===== config.mk =====
export PLATFORM = sky130hd
export DESIGN_NAME = gpio_irq_summary
export DESIGN_NICKNAME = d
export VERILOG_FILES = /design/src/rtl/gpio_irq_summary.sv
export SDC_FILE = /design/constraint.sdc
export NUM_CORES = 1
export LEC_CHECK = 0
export ABC_AREA = 0
export BUFFER_PORTS_ARGS = -buffer_cell sky130_fd_sc_hd__buf_4
export CAP_MARGIN = 10
export CORE_AREA = 2 2 170 172
export CTS_BUF_LIST = sky130_fd_sc_hd__clkbuf_8
export CTS_CLUSTER_DIAMETER = 50
export DETAILED_ROUTE_END_ITERATION = 7
export DIE_AREA = 0 0 172 174
export PLACE_DENSITY = 0.45
export RECOVER_POWER = 50
export SKIP_LAST_GASP = 1
export SLEW_MARGIN = 20
export SYNTH_ARGS = -nofsm -noshare
export SYNTH_HDL_FRONTEND = slang
export SYNTH_SLANG_ARGS = --single-unit

===== constraint.sdc =====
create_clock -name clk -period 1.18 [get_ports clk]
set_input_delay 0.236 -clock clk [delete_from_list [all_inputs] [get_ports clk]]
set_output_delay 0.236 -clock clk [all_outputs]
set_load 0.01 [all_outputs]

===== src/rtl/gpio_irq_summary.sv =====
module gpio_irq_summary #(
  parameter int NUM_PINS     = 184,
  parameter int PINS_PER_BIT = 4,
  parameter int WORD_W       = 32
) (
  input  logic                clk,
  input  logic                rst_n,
  input  logic [NUM_PINS-1:0] pin_int_sts,
  input  logic [NUM_PINS-1:0] pin_wake_sts,
  input  logic [1:0]          reg_addr,
  input  logic                reg_wr,
  input  logic [WORD_W-1:0]   reg_wdata,
  output logic [WORD_W-1:0]   reg_rdata,
  output logic                irq_out
);

  localparam int SUM_BITS = (NUM_PINS + PINS_PER_BIT - 1) / PINS_PER_BIT;
  localparam int PAD_PINS = SUM_BITS * PINS_PER_BIT;
  localparam int VIEW_W   = 2 * WORD_W;
  localparam int HI_USED  = SUM_BITS - WORD_W;
  localparam logic [1:0] ADDR_LO  = 2'd0;
  localparam logic [1:0] ADDR_HI  = 2'd1;
  localparam logic [1:0] ADDR_CTL = 2'd2;
  localparam int EOI_BIT = 0;

  logic [PAD_PINS-1:0] pend;
  logic [SUM_BITS-1:0] sum_d, sum_q;
  logic [VIEW_W-1:0]   view;
  logic                eoi_wr;
  logic                unused_wdata;

  generate
    if (PAD_PINS > NUM_PINS) begin : g_pad_pins
      assign pend = {{(PAD_PINS-NUM_PINS){1'b0}}, pin_int_sts | pin_wake_sts};
    end else begin : g_full_pins
      assign pend = pin_int_sts | pin_wake_sts;
    end

    for (genvar g = 0; g < SUM_BITS; g++) begin : g_group
      assign sum_d[g] = |pend[g*PINS_PER_BIT +: PINS_PER_BIT];
    end

    if (VIEW_W > SUM_BITS) begin : g_pad_view
      assign view = {{(VIEW_W-SUM_BITS){1'b0}}, sum_q};
    end else begin : g_full_view
      assign view = sum_q;
    end
  endgenerate

  always_ff @(posedge clk or negedge rst_n)
    if (!rst_n) sum_q <= '0;
    else        sum_q <= sum_d;

  assign eoi_wr       = reg_wr && (reg_addr == ADDR_CTL) && reg_wdata[EOI_BIT];
  assign unused_wdata = ^reg_wdata;

  always_comb begin
    case (reg_addr)
      ADDR_LO: reg_rdata = view[WORD_W-1:0];
      ADDR_HI: reg_rdata = view[VIEW_W-1:WORD_W];
      default: reg_rdata = '0;
    endcase
  end

  always_ff @(posedge clk or negedge rst_n)
    if (!rst_n)      irq_out <= 1'b0;
    else if (eoi_wr) irq_out <= 1'b0;
    else if (|sum_q) irq_out <= 1'b1;

  AST_HIGH_PAD_ZERO: assert property (@(posedge clk) disable iff (!rst_n)
    (reg_addr == ADDR_HI) |-> (reg_rdata >> HI_USED) == '0);
  AST_CTL_READS_ZERO: assert property (@(posedge clk) disable iff (!rst_n)
    (reg_addr == ADDR_CTL) |-> reg_rdata == '0);
  AST_LINE_HOLDS: assert property (@(posedge clk) disable iff (!rst_n)
    (irq_out && !eoi_wr) |=> irq_out);
  AST_EOI_DROPS: assert property (@(posedge clk) disable iff (!rst_n)
    eoi_wr |=> !irq_out);
  AST_ARMED_RISE: assert property (@(posedge clk) disable iff (!rst_n)
    (!irq_out && !eoi_wr && (|sum_q)) |=> irq_out);
  AST_QUIET_STAYS_LOW: assert property (@(posedge clk) disable iff (!rst_n)
    (!irq_out && !(|sum_q)) |=> !irq_out);

endmodule


* Word level (Yosys, flattened, before mapping)
Cells that the tools add are included.
Storage, ports and cells: bits of input ports 405, register bits 47, output and inout bits 33, word-level logic and storage cells 59
Operators by class: eq/ne operators 2, bitwise gates (word level) 1, muxes and demuxes 3, reduce and logical (&&, ||, !) cells 51
Operators by type and width (count):
- 184-bit bitwise OR | 1
- 4-bit OR reduction | 46
- 32-bit one-hot mux with 2 select lines | 1
- 46-bit OR reduction | 1
- 2-bit by 1-bit == test with 1-bit output, second input constant | 1
- 2-bit == test, second input constant | 1
- 1-bit logical AND | 2
- 2-bit logical NOT | 1
- 1-bit two-way mux | 2
- 2-bit nonzero test | 1

* Depth between registers and ports, before layout
Gate-level depths: netlist of run 1.
depth after elaboration 4, depth in mapped cells 4, gate-level depth less buffers 3

* Worst setup path before layout of run 1
No wires, ideal clock.
path kind reg2reg, start point register sum_q[33], end point register irq_out, slack 0.050 ns, buffers on the path 0, cell stages (with the launch flop) 4, library setup time 0.124 ns, data required time 1.056 ns, clock period less this slack 1.130 ns, arrival 1.006 ns, cell sequence dfrtp_1 > nor4_2 > nand4_1 > o31a_1
On the way: cells in the longest elaborated chain, start to end 2
Ends and longest elaborated chain:
- start: declaration | line 27 | logic [SUM_BITS-1:0] sum_d, sum_q;
- start signal: assignment | line 52 | else sum_q <= sum_d;
- 46-bit OR reduction | line 68 | else if (|sum_q) irq_out <= 1'b1;
- 2-bit nonzero test (no source line)
- end signal: assignment | line 66 | if (!rst_n) irq_out <= 1'b0;
- end signal: assignment | line 67 | else if (eoi_wr) irq_out <= 1'b0;
- end signal: assignment | line 68
- end: declaration | line 14 | output logic irq_out
Every way passes these cells. A chain may end at the register's enable or synchronous reset.

* Worst setup path in the final report of run 1
start point register sum_q[36], end point output port reg_rdata[4]
On the way: cells in the longest elaborated chain, start to end 1
Ends and longest elaborated chain:
- 32-bit one-hot mux with 2 select lines | line 58 | case (reg_addr)
- end: declaration | line 13 | output logic [WORD_W-1:0] reg_rdata,
Every way passes these cells.

==> key figures, run 1 <==
Timing
  • Worst path setup slack after routing: -0.2452 ns
  • Achievable frequency: 701.7 MHz
  • Final setup violation count: 29
  • Min Tclk post-route: 1.425 ns
  • Part of the cycle the worst path needs: 1.208
  • Final hold slack: 0.1050 ns
  • Max Clock Skew: 0.01125 ns
  • Count of pins over their slew limit: 0
  • Max_slew headroom: 0.6517
  • RSZ-0062 raised after global routing: true
  • Slew at the pin closest to its max-slew limit: 0.5224 ns
  • Hold Violations, Final: 0

Route
  • Initial drt markers: between 40 and 50
  • Via count of the routed design: 3,773
  • Remaining antenna violation count: 0
  • Drt wl/cell: between 10 and 15 um
  • Length of the first detailed-routing pass in iterations: 4
  • DRC violations left: 0
  • Mean number of vias per cell: 3.523
  • Total wire length: 15,430 um

Final layout
  • Signed area change from the synthesized netlist to the final layout: 166.4%
  • Final cell count without fillers: 1,071
  • Ant diodes: 0
  • Layout cells sized above 1: 0.6710
  • Final Core Density: 0.2269
  • Fillcell total: between 3,000 and 4,000
  • Final Net Count: 1,091

Synthesis
  • Mapped cell area: 0.002405 mm^2
  • Register bit total from synthesis: 47
  • Sequential element share of the synthesized area: 0.4891
  • Fraction of registers with async set/reset: 1.000
  • Cell count after synthesis: 254
  • Number of synthesized flops with an enable pin: 0
  • Post-synthesis cell type with the largest combined area: dfrtp_1
  • Post-Syn Nets: 659
  • Library cells used by synthesis: 15
  • Cell with the most instances after synthesis: nor4_1
  • Area contributors post-synth: dfrtp_1, nor4_1, nand2_1, mux2i_1, and2_1
  • Simple-gate portion of the synthesized area: 0.4370
  • Yosys top cell area share: 0.4891
  • Prevailing post-synth register cell: dfrtp_1
  • Share of the synthesized area in compound gates (AO/OA/AOI/OAI): 0.003642
  • Synth Area per Inst: 9.468 um^2
  • Post-synth top cells: nor4_1, dfrtp_1, nand2_1, and2_1
  • Adder-Cell Fraction of Synth Area: 0
  • Synth warn: 0
  • Fraction of synthesized cell area in xor and xnor cells: 0
  • Fraction of synthesized area in multiplexers: 0.05827
  • Combinational family with the most area after synthesis: simple AND/OR/NAND/NOR gates

Global route
  • Antenna violations before repair: 0
  • GRT Overall Usage: 0.09728
  • Congestion Overflow GR: 0
  • Via count of the first global-routing pass: between 4,000 and 5,000
  • Largest net degree at the start of global routing: 18
  • First-pass GRT wire length: 21,520 um

CTS
  • Number of clock buffers inserted by TritonCTS: 5
  • Clk_lat worst skew: 0.31 ns
  • TritonCTS clock tree: yes
  • Buffer depth of the longest clock path: 2
  • H-tree levels: 2
  • Clock Tree Root: clkbuf_8
  • Clock-pin transition on the worst setup and hold timing paths: around 0.1 ns
  • Sink count of the clock tree: 47

Worst setup path
  • Startpoint of the most critical setup path: sum_q[36]$_DFF_PN0_
  • Setup crit end kind: output pin
  • Setup crit start kind: register
  • Endpoint of the lowest-slack register-to-register path: irq_out$_DFFE_PN0P_
  • Worst reg-to-reg path cell count: 4
  • Setup slack on the worst flop-to-flop path: -0.21 ns
  • Type of the worst setup path: register to output pin
  • Required time at the endpoint of the critical path: 0.94 ns
  • Startpoint of the most critical register-to-register path: sum_q[0]$_DFF_PN0_
  • Critical path data arrival time: 1.19 ns
  • Critical Path End: reg_rdata[4]
  • CP Max Fanout: 2

Run
  • Max-capacitance violation count: 0

Placed design
  • Post-DP HPWL: 14,050 um
  • Gp weighted congestion: 0.7675
  • PortBufs: 406
  • Number of placed cells counting well taps: 1,060
  • Pre-CTS WS: -0.3389 ns

Power and ir drop
  • P_leak: 2.856 nW
  • Power per unit of standard cell area: 643.2 mW/mm^2
  • Final Power: a little over 4 mW
  • Worst supply voltage drop on vdd: 0.0004347 V

Die
  • DIE AREA: 0.02993 mm^2
  • Number of top-level pins: 438
  • Starting Density: 0.08516
  • Floorplan Core Area: roughly 0.028 mm^2
  • Vertical extent of the die: around 170 um
  • Number of cell rows: 62
  • Width of the chip: about 170 um

Status
  • Failing checks: negative setup slack
  • Outcome: finished with violations

Worst hold path
  • Worst min-delay path class: input port to register
==> cells by family after synthesis <==
family / after synthesis
AND/OR/NAND/NOR: 187
AO/OA/AOI/OAI: 1
buffers and inverters: 5
multiplexers: 14
flip-flops: 47
==> cell usage in the layout, fill, tap and decap left out <==
| cell | instances |
|---|---|
| nand4_1 | 3 |
| nor4_1 | 98 |
| nand2_1 | 46 |
| nor2_1 | 14 |
| clkbuf_1 | 1 |
| clkbuf_2 | 1 |
| nand4b_1 | 1 |
| dfrtp_1 | 47 |
| clkbuf_8 | 7 |
| nor4_2 | 3 |
| nor4_4 | 2 |
| nor2_4 | 1 |
| and2_4 | 18 |
| buf_6 | 23 |
| mux2i_1 | 13 |
| nor3_1 | 1 |
| clkinvlp_4 | 1 |
| dlygate4sd3_1 | 1 |
| buf_12 | 5 |
| o31a_1 | 1 |
| mux2i_2 | 1 |
| buf_4 | 369 |
| clkbuf_4 | 30 |
==> area by class of cell <==
cell class | instances | area (um^2) | share of cell area
clock buffer | 7 | 96.34 | 0.01504
clock inverter | 1 | 7.507 | 0.001172
multi-input combinational | 202 | 1272 | 0.1986
sequential | 47 | 1176 | 0.1836
tap | 384 | 480.5 | 0.07500
timing repair buffer | 430 | 3373 | 0.5266
==> sequential cells by signal, indices dropped and copies added, names as in the netlist <==
register,count
sum_q,46
irq_out,1
==> metal layers <==
metal | GRT usage | vias to the layer above | wire length [um]
li1 | - | 1855 | -
met1 | 0.1110 | 1721 | 5938
met2 | 0.1857 | 192 | 8226
met3 | 0.01662 | 5 | 1125
met4 | 0.02206 | 0 | 142
met5 | 0 | - | 0
==> timing repair <==
| action | 4_1_cts | 5_1_grt |
|---|---|---|
| hold buffers | 1 | 0 |
| endpoints found under the setup margin | 34 | 34 |
| hold endpoints to repair | 15 | 0 |
| resized for setup | 39 | 6 |
| pin swaps | 9 | 12 |
| setup buffers | 1 | 1 |
==> worst min-delay path by stage <==
stage,from,to,slack [ns],depth (start not counted)
after floorplan,rst_n,irq_out$_DFFE_PN0P_,-0.06,0
after global placement,rst_n,sum_q[41]$_DFF_PN0_,0.15,1
after detailed placement,rst_n,sum_q[41]$_DFF_PN0_,0.14,1
after CTS,pin_int_sts[127],sum_q[31]$_DFF_PN0_,0.09,3
after global routing,pin_int_sts[119],sum_q[29]$_DFF_PN0_,0.1,3
final,pin_int_sts[127],sum_q[31]$_DFF_PN0_,0.11,3
==> per-stage QoR <==
| step | area, um^2 | setup TNS [ns] |
|---|---|---|
| 2_1_floorplan | 2405 | 0 |
| 3_3_place_gp | 6125 | -0.3791 |
| 3_5_place_dp | 6125 | -0.5395 |
| 4_1_cts | 6372 | -3.755 |
| 5_1_grt | 6406 | -5.000 |
| 6_report | 6406 | -2.849 |
==> where the power goes <==
| group | total [mW] | internal [mW] | switching [mW] |
|---|---|---|---|
| sequential | 1.62 | 1.61 | 0.00430 |
| clock | 1.11 | 0.534 | 0.574 |
| combinational | 1.39 | 0.993 | 0.400 |
| total | 4.12 | 3.14 | 0.978 |
==> critical path: stages (launching register included) <==
cell,delay [ns]
dfrtp_1,0.41
buf_6,0.12
mux2i_2,0.15
nor2_1,0.07
buf_4,0.14
Power figures use the tool's default switching activity.
==> inputs of run 2 (changes only) <==
Settings changed: CORE_AREA 2 2 170 172 to 2 2 169 171, DIE_AREA 0 0 172 174 to 0 0 171 173, PLACE_DENSITY 0.45 to 0.44.
Clock period 1.18 ns to 1.4 ns, I/O delays scaled along.
==> run 2 against run 1 <==
The flow still finishes with violations (negative setup slack). Total power decreased by 20%. First-iteration DRC count increased by 60%. Die area decreased by 1.2%. Highest routed layer unchanged.
==> key figures, run 2 (same netlist as run 1, synthesis figures left out) <==
Final layout
  • Area of the multi-input gates: 0.001212 mm^2 (-4.7%)
  • Final Net Count: 1,079 (-1.1%)
  • Most frequent standard cell in the layout excluding fill and tap cells: buf_4
  • Final Core Density: 0.2219 (-0.005015)
  • Max reg flops: 46 (unchanged)
  • Area taken by flip-flops and latches: 0.001176 mm^2 (unchanged)
  • Post-Layout Inst Area: 0.006130 mm^2 (-4.3%)
  • Layout cells sized above 1: 0.6385 (-0.03251)
  • Highest-count cells in the layout ignoring fill and taps: buf_4, nor4_1, dfrtp_1
  • Fillcell total: 3,105 (-1.5%)
  • Final cell count without fillers: 1,053 (-1.7%)
  • Largest registers in the final layout: sum_q x46, irq_out x1
  • Ant diodes: 0 (unchanged)
  • Signed area change from the synthesized netlist to the final layout: 154.9%
  • Reg with most FFs: sum_q

Worst setup path
  • CP Buf/Inv Count: 2 (unchanged)
  • Setup crit start kind: register
  • Cell type of the slowest stage on the worst timing path: dfrtp_1
  • Top delay family on crit path: flip-flops
  • Required time at the endpoint of the critical path: 1.12 ns (+0.18 ns)
  • Setup crit end kind: output pin
  • Critical path data arrival time: 1.16 ns (-0.03 ns)
  • Crit path largest cell delay: 0.40 ns (about the same)
  • Critical Path, Cell by Cell: buf_4 > mux2i_1 > nor2_1 > buf_4
  • Type of the worst setup path: register to output pin
  • Crit path top cell by count: buf_4
  • CP Max Fanout: 2 (unchanged)

Route
  • Mean number of vias per cell: 3.509 (-0.39%)
  • Initial drt markers: 67 (+60%)
  • Remaining antenna violation count: 0 (unchanged)
  • Length of the first detailed-routing pass in iterations: 3 (-1)
  • DRC violations left: 0 (unchanged)
  • Via count of the routed design: 3,695 (-2.1%)
  • Total wire length: 15,250 um (-1.2%)
  • Drt wl/cell: 14.48 um (+0.48%)

Status
  • Failing checks: negative setup slack
  • Outcome: finished with violations

Timing
  • Count of pins over their slew limit: 0 (unchanged)
  • Hold Violations, Final: 0 (unchanged)
  • RSZ-0062 raised after global routing: true
  • Final hold slack: 0.1450 ns (+0.04000 ns)
  • Achievable frequency: roughly 700 MHz
  • Max Clock Skew: 0.01320 ns (+0.001947 ns)
  • Setup TNS after final layout: -0.04030 ns (+2.808 ns)
  • Max_slew headroom: 0.5526 (-0.09912)
  • Worst path setup slack after routing: -0.04030 ns (+0.2049 ns)
  • Part of the cycle the worst path needs: 1.029
  • Slew at the pin closest to its max-slew limit: 0.6711 ns (+0.1487 ns)
  • Min Tclk post-route: 1.440 ns
  • Final setup violation count: 1 (-97%)

CTS
  • H-tree levels: 2 (unchanged)
  • Clk_lat worst skew: 0.31 ns (about the same)
  • TritonCTS clock tree: yes
  • Number of buffers added for setup after CTS: 0 (-1)
  • Clock Tree Root: clkbuf_8
  • Sink count of the clock tree: 47 (unchanged)
  • Buffer depth of the longest clock path: 2 (unchanged)
  • Clock-pin transition on the worst setup and hold timing paths: 0.10 ns (about the same)
  • Number of clock buffers inserted by TritonCTS: 5 (unchanged)

Die
  • DIE AREA: 0.02958 mm^2 (-1.2%)
  • Starting Density: 0.08704 (+0.001874)
  • Width of the chip: 171 um (-0.58%)
  • Floorplan Core Area: 0.02763 mm^2 (-2.2%)
  • Number of top-level pins: 438 (unchanged)
  • Number of cell rows: 61 (-1.6%)
  • Vertical extent of the die: 173 um (-0.57%)

Power and ir drop
  • Final Power: 3.304 mW (-20%)
  • P_leak: 2.700 nW (-5.5%)
  • Worst supply voltage drop on vdd: 0.0002669 V (-39%)
  • Power per unit of standard cell area: 539.0 mW/mm^2 (-16%)

Global route
  • First-pass GRT wire length: 21,320 um (-0.93%)
  • Largest net degree at the start of global routing: 26 (+8)
  • Antenna violations before repair: 0 (unchanged)
  • Congestion Overflow GR: 0 (unchanged)
  • Via count of the first global-routing pass: 3,927 (-2.7%)
  • GRT Overall Usage: 0.09809 (+0.0008055)

Placed design
  • Pre-CTS WS: -0.1134 ns (+0.2254 ns)
  • Post-DP HPWL: 13,690 um (-2.6%)
  • Gp weighted congestion: 0.7552 (-1.6%)
  • Number of placed cells counting well taps: 1,044 (-1.5%)
  • Placed instance area: 0.006030 mm^2 (-1.6%)
  • PortBufs: 406 (unchanged)

Run
  • Max-capacitance violation count: 0 (unchanged)

Worst hold path
  • Worst min-delay path class: input port to register
run 2: cell types whose count changed in the layout (fill, tap and decap cells not counted), sizes merged:
cell,change
clkbuf,+8
clkinv,+3
clkinvlp,-1
buf,-22
run 2: metal layers:
layer | share of wire | GRT usage | vias to the layer above
met5 | 0 | 0 | -
met4 | 0.0097 | 0.02331 | 0
met3 | 0.085 | 0.02289 | 5
met2 | 0.55 | 0.1952 | 212
met1 | 0.35 | 0.1010 | 1647
li1 | - | - | 1831
run 2: path summary, 6_finish.rpt:
check / from / endpoint / slack, ns / cells after the start
setup / recovery: sum_q[13]$_DFF_PN0_ / reg_rdata[13] / -0.04 / 4
hold / removal: pin_int_sts[125] / sum_q[31]$_DFF_PN0_ / 0.15 / 3
setup reg to reg: sum_q[13]$_DFF_PN0_ / irq_out$_DFFE_PN0P_ / 0.03 / 3
hold reg to reg: sum_q[10]$_DFF_PN0_ / irq_out$_DFFE_PN0P_ / 0.64 / 3
max in group asynchronous: rst_n / sum_q[36]$_DFF_PN0_ / 0.27 / 3
min in group asynchronous: rst_n / sum_q[27]$_DFF_PN0_ / 0.54 / 2
run 2: report_power, final:
part | internal [mW] | switching [mW]
registers | 1.36 | 0.00338
clock network | 0.343 | 0.489
logic | 0.787 | 0.320
total | 2.49 | 0.813
run 2: area by class of cell:
type,instances,share of cell area
timing repair buffer,418,0.5195
multi-input combinational,202,0.1978
sequential,47,0.1919
tap,378,0.07716
clock buffer,5,0.01123
clock inverter,3,0.002449
run 2: worst min-delay path, cell delays in order:
cell and delay, ns:
buf_4 0.07, nor4_1 0.03, nand2_1 0.05
run 2: what timing repair did:
action	4_1_cts	5_1_grt
endpoints found under the setup margin	3	9
hold buffers	1	0
pin swaps	0	3
cloned	0	0
resized for setup	1	1
endpoints found under the hold margin	22	0
==> inputs of run 3 (changes only) <==
Settings changed: TNS_END_PERCENT from default to 30.
Clock period 1.4 ns to 1.5 ns, I/O delays scaled along.
==> run 3 against run 2 <==
The flow now finishes without violations. Largest cell class unchanged. Die area stayed put. Clock skew shrank 0.0067 ns. Flip-flop and latch count unchanged. Critical endpoint is now irq_out$_DFFE_PN0P_. First-iteration DRC count shrank 22%. Clock-buffer cell count stayed put.
==> key figures, run 3 (same netlist as run 1, synthesis figures left out) <==
Status
  • Outcome: finished, final reports clean

Final layout
  • Largest registers in the final layout: sum_q x46, irq_out x1
  • Layout cells sized above 1: 0.6383 (about the same)
  • Final Core Density: 0.2193 (-0.002536)
  • Max reg flops: 46 (unchanged)
  • Final Net Count: 1,073 (-0.56%)
  • Signed area change from the synthesized netlist to the final layout: 152.0%
  • Most frequent standard cell in the layout excluding fill and tap cells: buf_4
  • Highest-count cells in the layout ignoring fill and taps: buf_4, nor4_1, dfrtp_1
  • Ant diodes: 0 (unchanged)
  • Reg with most FFs: sum_q

Timing
  • Max Clock Skew: 0.006503 ns (-0.006696 ns)
  • Max_slew headroom: 0.1600 (-0.3927)
  • Slew at the pin closest to its max-slew limit: 1.260 ns (+0.5890 ns)
  • Achievable frequency: approximately 700 MHz
  • Hold Violations, Final: 0 (unchanged)
  • Count of pins over their slew limit: 0 (unchanged)
  • Final setup violation count: 0 (-1)
  • Min Tclk post-route: 1.429 ns
  • Part of the cycle the worst path needs: 0.9528
  • RSZ-0062 raised after global routing: false
  • Worst path setup slack after routing: 0.07082 ns (+0.1111 ns)

Worst setup path
  • Setup crit end kind: register
  • Setup crit start kind: register
  • Critical Path, Cell by Cell: nor4_2 > buf_4 > nand4_1 > o31a_1
  • Cell type of the slowest stage on the worst timing path: dfrtp_1
  • CP Buf/Inv Count: 1 (-1)
  • Critical path data arrival time: 1.64 ns (+0.48 ns)
  • Top delay family on crit path: simple AND/OR/NAND/NOR gates
  • Crit path largest cell delay: 0.40 ns (about the same)
  • Required time at the endpoint of the critical path: 1.71 ns (+0.59 ns)
  • Type of the worst setup path: register to register
  • CP Max Fanout: 2 (unchanged)

Die
  • DIE AREA: 0.02958 mm^2 (unchanged)
  • Vertical extent of the die: 173 um (unchanged)
  • Number of top-level pins: 438 (unchanged)
  • Floorplan Core Area: 0.02763 mm^2 (unchanged)
  • Width of the chip: 171 um (unchanged)
  • Number of cell rows: 61 (unchanged)
  • Starting Density: 0.08704 (unchanged)

Power and ir drop
  • Net load switching power: 0.7721 mW (-5.0%)
  • P_leak: 2.678 nW (-0.78%)
  • Clock Power Share: 0.257 (+0.005)
  • Internal power: 2.313 mW (-7.1%)
  • Part of the total power dissipated in combinational logic: 0.330 (-0.005)
  • Worst supply voltage drop on vdd: 0.0002441 V (-8.5%)
  • Power per unit of standard cell area: 509.2 mW/mm^2 (-5.5%)
  • Sequential power share: 0.413 (about the same)
  • Switching part of the total power: 0.2503 (+0.004270)

CTS
  • H-tree levels: 2 (unchanged)
  • Number of clock buffers inserted by TritonCTS: 5 (unchanged)
  • Hold-fix buffers at CTS: 0 (-1)
  • Buffer depth of the longest clock path: 2 (unchanged)
  • Clk_lat worst skew: 0.32 ns (about the same)
  • Clock Tree Root: clkbuf_8
  • Clock-pin transition on the worst setup and hold timing paths: 0.09 ns (about the same)
  • TritonCTS clock tree: yes
  • Sink count of the clock tree: 47 (unchanged)

Route
  • Via count of the routed design: 3,697 (+0.054%)
  • DRC violations left: 0 (unchanged)
  • Initial drt markers: 52 (-22%)
  • Remaining antenna violation count: 0 (unchanged)
  • Drt wl/cell: 14.47 um (about the same)
  • Total wire length: 15,150 um (-0.65%)
  • Length of the first detailed-routing pass in iterations: 4 (+1)
  • Mean number of vias per cell: 3.531 (+0.63%)

Global route
  • GRT Overall Usage: 0.09832 (+0.0002252)
  • Via count of the first global-routing pass: 3,996 (+1.8%)
  • Congestion Overflow GR: 0 (unchanged)
  • Antenna violations before repair: 0 (unchanged)
  • Largest net degree at the start of global routing: 48 (+85%)
  • First-pass GRT wire length: 21,520 um (+0.94%)

Worst hold path
  • Worst min-delay path class: input port to register

Placed design
  • PortBufs: 406 (unchanged)
  • Gp weighted congestion: 0.7558 (about the same)
  • Post-DP HPWL: 13,520 um (-1.3%)
  • Pre-CTS WS: -0.05274 ns (+0.06068 ns)

Run
  • Max-capacitance violation count: 0 (unchanged)
run 3: cell types whose count changed in the layout (fill, tap and decap cells not counted):
cell	delta
buf_4	+23
clkbuf_4	-25
nor4_4	+1
dlygate4sd3_1	-1
buf_12	-3
nor4_1	-1
run 3: worst register-to-register path, cell delays in order (launching register included):
cell and delay [ns]:
dfrtp_1 0.40, nor4_2 0.27, buf_4 0.15, nand4_1 0.17
o31a_1 0.34
run 3: worst paths after layout:
kind                                  endpoint  cells after the start                 from  slack, ns
max in group asynchronous   sum_q[4]$_DFF_PN0_                      1                rst_n       0.50
hold reg to reg            irq_out$_DFFE_PN0P_                      3  sum_q[10]$_DFF_PN0_       0.69
hold / removal             sum_q[29]$_DFF_PN0_                      3     pin_int_sts[119]       0.16
min in group asynchronous  sum_q[27]$_DFF_PN0_                      1                rst_n       0.24
setup / recovery           irq_out$_DFFE_PN0P_                      4  sum_q[41]$_DFF_PN0_       0.07
setup reg to reg           irq_out$_DFFE_PN0P_                      4  sum_q[41]$_DFF_PN0_       0.07
run 3: timing repair:
item,CTS,global route
setup buffers,0,0
setup endpoints to repair,1,1
resized for setup,2,2
pin swaps,0,2
run 3: power by group through the flow:
| stage | Clock, mW | Combinational (mW) | Sequential (mW) |
|---|---|---|---|
| after detailed placement | 0 | 1.04 | 1.30 |
| after global placement | 0 | 1.03 | 1.30 |
| after floorplan | 0 | 0.132 | 1.30 |
| after CTS | 0.883 | 1.05 | 1.27 |
| after global routing | 0.922 | 1.11 | 1.28 |
| final | 0.793 | 1.02 | 1.27 |
run 3: final cells by class:
cell class | instances | area [um^2]
multi-input combinational | 202 | 1227
sequential | 47 | 1176
clock inverter | 3 | 15.01
timing repair buffer | 412 | 3099
clock buffer | 5 | 68.82
tap | 378 | 473.0
fill | 3129 | 21570
run 3: per-stage QoR:
step / instances / hold WS [ns] / setup TNS [ns] / total power [mW] / cell area (um^2)
after floorplan: 254 / 0.004409 / 0 / 1.430 / 2405
after global placement: 1039 / 0.3777 / -0.03135 / 2.332 / 5954
after detailed placement: 1039 / 0.3896 / -0.05274 / 2.342 / 5954
after CTS: 1047 / 0.01425 / 0 / 3.202 / 6051
after global routing: 1047 / 0.1429 / 0 / 3.304 / 6060
final: 1047 / 0.1587 / 0 / 3.085 / 6060
run 3: metal layers:
layer  vias up  GRT usage  share of wire
met1      1641     0.1057           0.37
met2       222     0.1899           0.54
met4         0    0.03001          0.017
li1       1823          -              -
met5         -          0              0
met3        11    0.01923          0.078
